<file path="src/rtl/pdn_pkg.sv">
package pdn_pkg;
   typedef enum logic [2:0] {
      PD_RUN  = 3'd0,
      PD_HALT = 3'd1,
      PD_OFF  = 3'd2,
      PD_WAIT = 3'd3,
      PD_REL  = 3'd4
   } pd_state_e;
endpackage

</file>
<file path="src/rtl/pdn_sync.sv">
module pdn_sync #(
   parameter int unsigned STAGES  = 2,
   parameter bit          RST_VAL = 1'b0
) (
   input  logic clk,
   input  logic rst_n,
   input  logic d,
   output logic q
);
   logic [STAGES-1:0] chain;

   always_ff @(posedge clk or negedge rst_n) begin
      if (!rst_n) chain <= {STAGES{RST_VAL}};
      else        chain <= {chain[STAGES-2:0], d};
   end

   assign q = chain[STAGES-1];
endmodule

</file>
<file path="src/rtl/pdn_filter.sv">
module pdn_filter #(
   parameter int unsigned FILT = 2
) (
   input  logic clk,
   input  logic rst_n,
   input  logic pin_s,
   output logic pd_det
);
   generate
      if (FILT == 1) begin : g_direct
         always_ff @(posedge clk or negedge rst_n) begin
            if (!rst_n) pd_det <= 1'b1;
            else        pd_det <= ~pin_s;
         end
      end else begin : g_count
         localparam int unsigned CW = $clog2(FILT);
         logic [CW-1:0] run_len;
         always_ff @(posedge clk or negedge rst_n) begin
            if (!rst_n) begin
               run_len <= '0;
               pd_det  <= 1'b1;
            end else if (pin_s) begin
               run_len <= '0;
               pd_det  <= 1'b0;
            end else if (run_len == CW'(FILT - 1)) begin
               pd_det  <= 1'b1;
            end else begin
               run_len <= run_len + CW'(1);
            end
         end
      end
   endgenerate
endmodule

</file>
<file path="src/rtl/pdn_fsm.sv">
module pdn_fsm
   import pdn_pkg::*;
#(
   parameter int unsigned WAIT_CYC = 16
) (
   input  logic clk,
   input  logic rst_n,
   input  logic pd_det,
   input  logic all_up,
   output logic rel_ok,
   output logic osc_on,
   output logic ready
);
   localparam int unsigned WCW = (WAIT_CYC > 1) ? $clog2(WAIT_CYC) : 1;

   pd_state_e      st, st_nx;
   logic [WCW-1:0] wcnt, wcnt_nx;

   always_comb begin
      st_nx   = st;
      wcnt_nx = wcnt;
      unique case (st)
         PD_RUN:  if (pd_det) st_nx = PD_HALT;
         PD_HALT: st_nx = PD_OFF;
         PD_OFF:  if (!pd_det) begin
                     st_nx   = PD_WAIT;
                     wcnt_nx = '0;
                  end
         PD_WAIT: if (pd_det)                          st_nx = PD_HALT;
                  else if (wcnt == WCW'(WAIT_CYC - 1)) st_nx = PD_REL;
                  else                                 wcnt_nx = wcnt + WCW'(1);
         PD_REL:  if (pd_det)      st_nx = PD_HALT;
                  else if (all_up) st_nx = PD_RUN;
         default: st_nx = PD_OFF;
      endcase
   end

   always_ff @(posedge clk or negedge rst_n) begin
      if (!rst_n) begin
         st   <= PD_OFF;
         wcnt <= '0;
      end else begin
         st   <= st_nx;
         wcnt <= wcnt_nx;
      end
   end

   assign rel_ok = (st == PD_RUN) || (st == PD_REL);
   assign osc_on = (st != PD_OFF);
   assign ready  = (st == PD_RUN);
endmodule

</file>
<file path="src/rtl/pdn_gate.sv">
module pdn_gate #(
   parameter int unsigned N = 4
) (
   input  logic         clk,
   input  logic         rst_n,
   input  logic [N-1:0] want,
   input  logic [N-1:0] lvl,
   output logic [N-1:0] en
);
   generate
      for (genvar i = 0; i < N; i++) begin : g_bit
         always_ff @(posedge clk or negedge rst_n) begin
            if (!rst_n)       en[i] <= 1'b0;
            else if (!want[i]) en[i] <= 1'b0;
            else if (!lvl[i])  en[i] <= 1'b1;
         end
      end
   endgenerate
endmodule

</file>
<file path="src/rtl/pdn_seq_ctrl.sv">
module pdn_seq_ctrl #(
   parameter int unsigned CPU_W       = 2,
   parameter int unsigned PCI_W       = 5,
   parameter int unsigned SYNC_STAGES = 2,
   parameter int unsigned FILT_CYC    = 2,
   parameter int unsigned WAIT_CYC    = 42000
) (
   input  logic             clk,
   input  logic             rst_n,
   input  logic             pdn_n_pin,
   input  logic             cpu_hold_n,
   input  logic             pci_hold_n,
   input  logic [CPU_W-1:0] cpu_lvl,
   input  logic [PCI_W-1:0] pci_lvl,
   input  logic             pcif_lvl,
   input  logic             usb_lvl,
   input  logic             ref_lvl,
   output logic [CPU_W-1:0] cpu_en,
   output logic [PCI_W-1:0] pci_en,
   output logic             pcif_en,
   output logic             usb_en,
   output logic             ref_en,
   output logic             osc_on,
   output logic             ready
);
   localparam int unsigned N_OUT    = CPU_W + PCI_W + 3;
   localparam int unsigned IDX_PCIF = CPU_W + PCI_W;
   localparam int unsigned IDX_USB  = IDX_PCIF + 1;
   localparam int unsigned IDX_REF  = IDX_PCIF + 2;

   generate
      if (CPU_W < 1 || PCI_W < 1) begin : g_bad_w
         $error("pdn_seq_ctrl: each clock group needs at least one output");
      end
      if (SYNC_STAGES < 2) begin : g_bad_sync
         $error("pdn_seq_ctrl: SYNC_STAGES must be 2 or more");
      end
      if (FILT_CYC < 1) begin : g_bad_filt
         $error("pdn_seq_ctrl: FILT_CYC must be 1 or more");
      end
      if (WAIT_CYC < 1) begin : g_bad_wait
         $error("pdn_seq_ctrl: WAIT_CYC must be 1 or more");
      end
   endgenerate

   logic             pin_s, pd_det, rel_ok, all_up;
   logic [N_OUT-1:0] lvl_all, want, gate_en;

   pdn_sync #(.STAGES(SYNC_STAGES), .RST_VAL(1'b0)) u_sync (
      .clk(clk), .rst_n(rst_n), .d(pdn_n_pin), .q(pin_s)
   );

   pdn_filter #(.FILT(FILT_CYC)) u_filt (
      .clk(clk), .rst_n(rst_n), .pin_s(pin_s), .pd_det(pd_det)
   );

   assign lvl_all = {ref_lvl, usb_lvl, pcif_lvl, pci_lvl, cpu_lvl};

   generate
      for (genvar i = 0; i < N_OUT; i++) begin : g_want
         if (i < CPU_W) begin : g_cpu
            assign want[i] = rel_ok & ~pd_det & cpu_hold_n;
         end else if (i < IDX_PCIF) begin : g_pci
            assign want[i] = rel_ok & ~pd_det & pci_hold_n;
         end else begin : g_free
            assign want[i] = rel_ok & ~pd_det;
         end
      end
   endgenerate

   pdn_gate #(.N(N_OUT)) u_gate (
      .clk(clk), .rst_n(rst_n), .want(want), .lvl(lvl_all), .en(gate_en)
   );

   assign all_up = &(gate_en | ~want);

   pdn_fsm #(.WAIT_CYC(WAIT_CYC)) u_fsm (
      .clk(clk), .rst_n(rst_n), .pd_det(pd_det), .all_up(all_up),
      .rel_ok(rel_ok), .osc_on(osc_on), .ready(ready)
   );

   assign cpu_en  = gate_en[CPU_W-1:0];
   assign pci_en  = gate_en[IDX_PCIF-1:CPU_W];
   assign pcif_en = gate_en[IDX_PCIF];
   assign usb_en  = gate_en[IDX_USB];
   assign ref_en  = gate_en[IDX_REF] & ~pd_det;
endmodule

</file>
<file path="config.mk">
export PLATFORM = sky130hd
export DESIGN_NAME = pdn_seq_ctrl
export DESIGN_NICKNAME = d
export VERILOG_FILES = /design/src/rtl/pdn_pkg.sv /design/src/rtl/pdn_sync.sv /design/src/rtl/pdn_filter.sv /design/src/rtl/pdn_fsm.sv /design/src/rtl/pdn_gate.sv /design/src/rtl/pdn_seq_ctrl.sv
export SDC_FILE = /design/constraint.sdc
export NUM_CORES = 1
export LEC_CHECK = 0
export ABC_AREA = 1
export BUFFER_PORTS_ARGS = -buffer_cell sky130_fd_sc_hd__buf_2
export CAP_MARGIN = 0
export CORE_MARGIN = 3
export CORE_UTILIZATION = 30
export CTS_CLUSTER_DIAMETER = 50
export CTS_CLUSTER_SIZE = 8
export DETAILED_ROUTE_END_ITERATION = 12
export GPL_ROUTABILITY_DRIVEN = 0
export PLACE_DENSITY = 0.49
export SETUP_SLACK_MARGIN = 0.02
export SLEW_MARGIN = 5
export SYNTH_ARGS = -nofsm -noshare
export SYNTH_HDL_FRONTEND = slang
export SYNTH_HIERARCHICAL = 1
export SYNTH_SLANG_ARGS = --single-unit
</file>
<file path="constraint.sdc">
create_clock -name clk -period 2.6 [get_ports clk]
set_input_delay 0.65 -clock clk [delete_from_list [all_inputs] [get_ports clk]]
set_output_delay 0.65 -clock clk [all_outputs]
set_load 0.02 [all_outputs]
</file>
==> run metrics <==
Area growth syn-to-layout 16.6%; vias per inst 4.46; WS Path Type flop to output pin; post-route ant nets 0; Ports 27; clk root buf clkbuf_8; Skew-Pair Late Insertion Delay 290 ps; chip width 85.3 µm; post-cts sizing count 0; total congestion overflow 0; highest-count cells in the layout ignoring fill and taps 82 x nand2_1, 41 x nor2_1, 37 x inv_1, 35 x nand3_1, 31 x dfrtp_1; Worst Max-Slew Pin Slew 739 ps; Max-slew headroom 0.507; M1 GR Usage 0.155; crit path buf inv count 2; WP depth 4; CP dominant cell by count nor2_1; Die H 85.3 µm; DR vias 1681; worst reg2reg endpoint u_fsm/st[2]; min Tclk post-route 1990 ps; Min Hold Slack 361 ps; DR pass1 iterations 4; CTS tree done; first-pass GRT wire length 7230 µm; WL per Instance 10.9 µm; Initial Util 0.315; period utilization 0.766; gr usage total 0.123; cell family with most CP delay flip-flops; clk sinks 33; Clock Tree Buf Depth 2; nets 317; largest net degree at the start of global routing 34; DRT iter0 DRCs 73; crit-path cells nor2_1 -> inv_1 -> nor2_1 -> buf_2; Crit Reg-Reg Startpoint u_fsm/st[0]; antenna diode instance count 0; PortBufs 26; Final setup viols 0; site row count 28; Critical path origin u_fsm/st[0]; final core utilization 0.368; Worst Skew 10.1 ps; clock slew at reported path FFs 70 ps; Max-cap violations 0; synthesized instance count 271; register area share after synthesis 0.439; R2R cell count 11; Post-DP HPWL 3050 µm; Finished Cell Area 2200 µm²; setup repair bufs after CTS 0; Yosys warnings 6; WL final 4130 µm; Num CTS Buffers 5; status finished clean; Synth cell types 25; Yosys reg bits 33; synthesized cell area 1890 µm²; Slowest-stage cell, CP dfrtp_1; Slew Limit Fails 0; DRC 0; met2 GRT Util 0.202; Setup crit start kind flop; PwrDens 732 nW/µm²; CTS HTree Levels 2; Critical Path Sink ready; final hold viol count 0; die area 7280 µm²; fmax 502 MHz; met3 capacity usage during global routing 0.0340; gr busiest metal met2; CP max stage delay 430 ps; Synth Net Count 287; vias in the first global route 1608; CP arrival 1340 ps; post-cts hold buffer count 0; Peak VDD IR 0.271 mV; RSZ-0062 raised after global routing no; P_leak 1.10 nW; initial antenna violation count 0; Design Power 1.61 mW; R2R setup slack 790 ps; setup TNS 0 ps; Min-Delay Path Class flop to flop; Synth Area per Inst 6.97 µm²; commonest non-fill, non-tap cell in the layout nand2_1; Critical Path RT 1950 ps; core area 5990 µm²; layout cells sized above 1 0.149; CP Max Fanout 5; Worst setup EP type output pin; Placed Area 2090 µm²
-- layout make-up --
class                   count  area (µm²)
clock buffers               7        86.3
clock inverters             1        30.0
fillers                   651        3790
inverters                  39         146
multi-input cells         196         887
flip-flops and latches     33         828
well taps                  75        93.8
repair buffers             26         130
-- power by group --
part | leakage, nW | internal, mW | switching [mW]
sequential | 0.441 | 0.581 | 0.0613
clock | 0.0585 | 0.313 | 0.197
combinational | 0.603 | 0.130 | 0.330
total | 1.10 | 1.02 | 0.588
-- metal layers --
metal	part of all wire	routed length [µm]
met5	0	0
met4	0.0099	41
met3	0.042	175
met2	0.46	1890
met1	0.49	2020
-- registers in the layout (all words and copies together) (netlist names) --
name                    flops
u_filt/g_count.run_len      1
u_fsm/wcnt                 16
u_filt/pd_det               1
u_sync/chain                2
u_gate/en                  10
u_fsm/st                    3
-- cells in the mapped netlist (all sizes together) --
master | instances | area share
nand2 | 85 | 0.18
nor2 | 44 | 0.097
inv | 39 | 0.078
nand3 | 36 | 0.098
dfrtp | 31 | 0.41
o21ai | 15 | 0.040
nand4 | 6 | 0.020
a21oi | 2 | 0.0053
buf | 2 | 0.012
dfstp | 2 | 0.028
xor2 | 2 | 0.0093
clkbuf | 1 | 0.0020
ha | 1 | 0.0066
nand3b | 1 | 0.0040
nor3 | 1 | 0.0026
o211ai | 1 | 0.0040
or2 | 1 | 0.0033
xnor2 | 1 | 0.0046
-- cell families (layout without fill, tap and decap cells) --
group,Yosys count,after routing,share of synthesized area
AOI/OAI and AO/OA,18,18,0.0490
xor gates and xnor gates,3,3,0.0139
adders and majority gates,1,1,0.00663
buffers and inverters,42,73,0.0914
DFF,33,33,0.439
and+or+nand+nor,174,174,0.400
-- worst min-delay path by stage --
stage                    startpoint              end  slack, ps  cells after the start
floorplan           u_sync/chain[0]  u_sync/chain[1]        330                      0
global placement    u_sync/chain[0]  u_sync/chain[1]        340                      0
detailed placement  u_sync/chain[0]  u_sync/chain[1]        350                      0
CTS                 u_sync/chain[0]  u_sync/chain[1]        370                      0
global route        u_sync/chain[0]  u_sync/chain[1]        380                      0
finish              u_sync/chain[0]  u_sync/chain[1]        360                      0
-- stage by stage --
stage / cells / setup slack [ps]
floorplan: 271 / 996
global placement: 369 / 737
detailed placement: 369 / 762
CTS: 377 / 569
global route: 377 / 446
finish: 377 / 609
No activity file was read; power rests on OpenSTA's default activity.
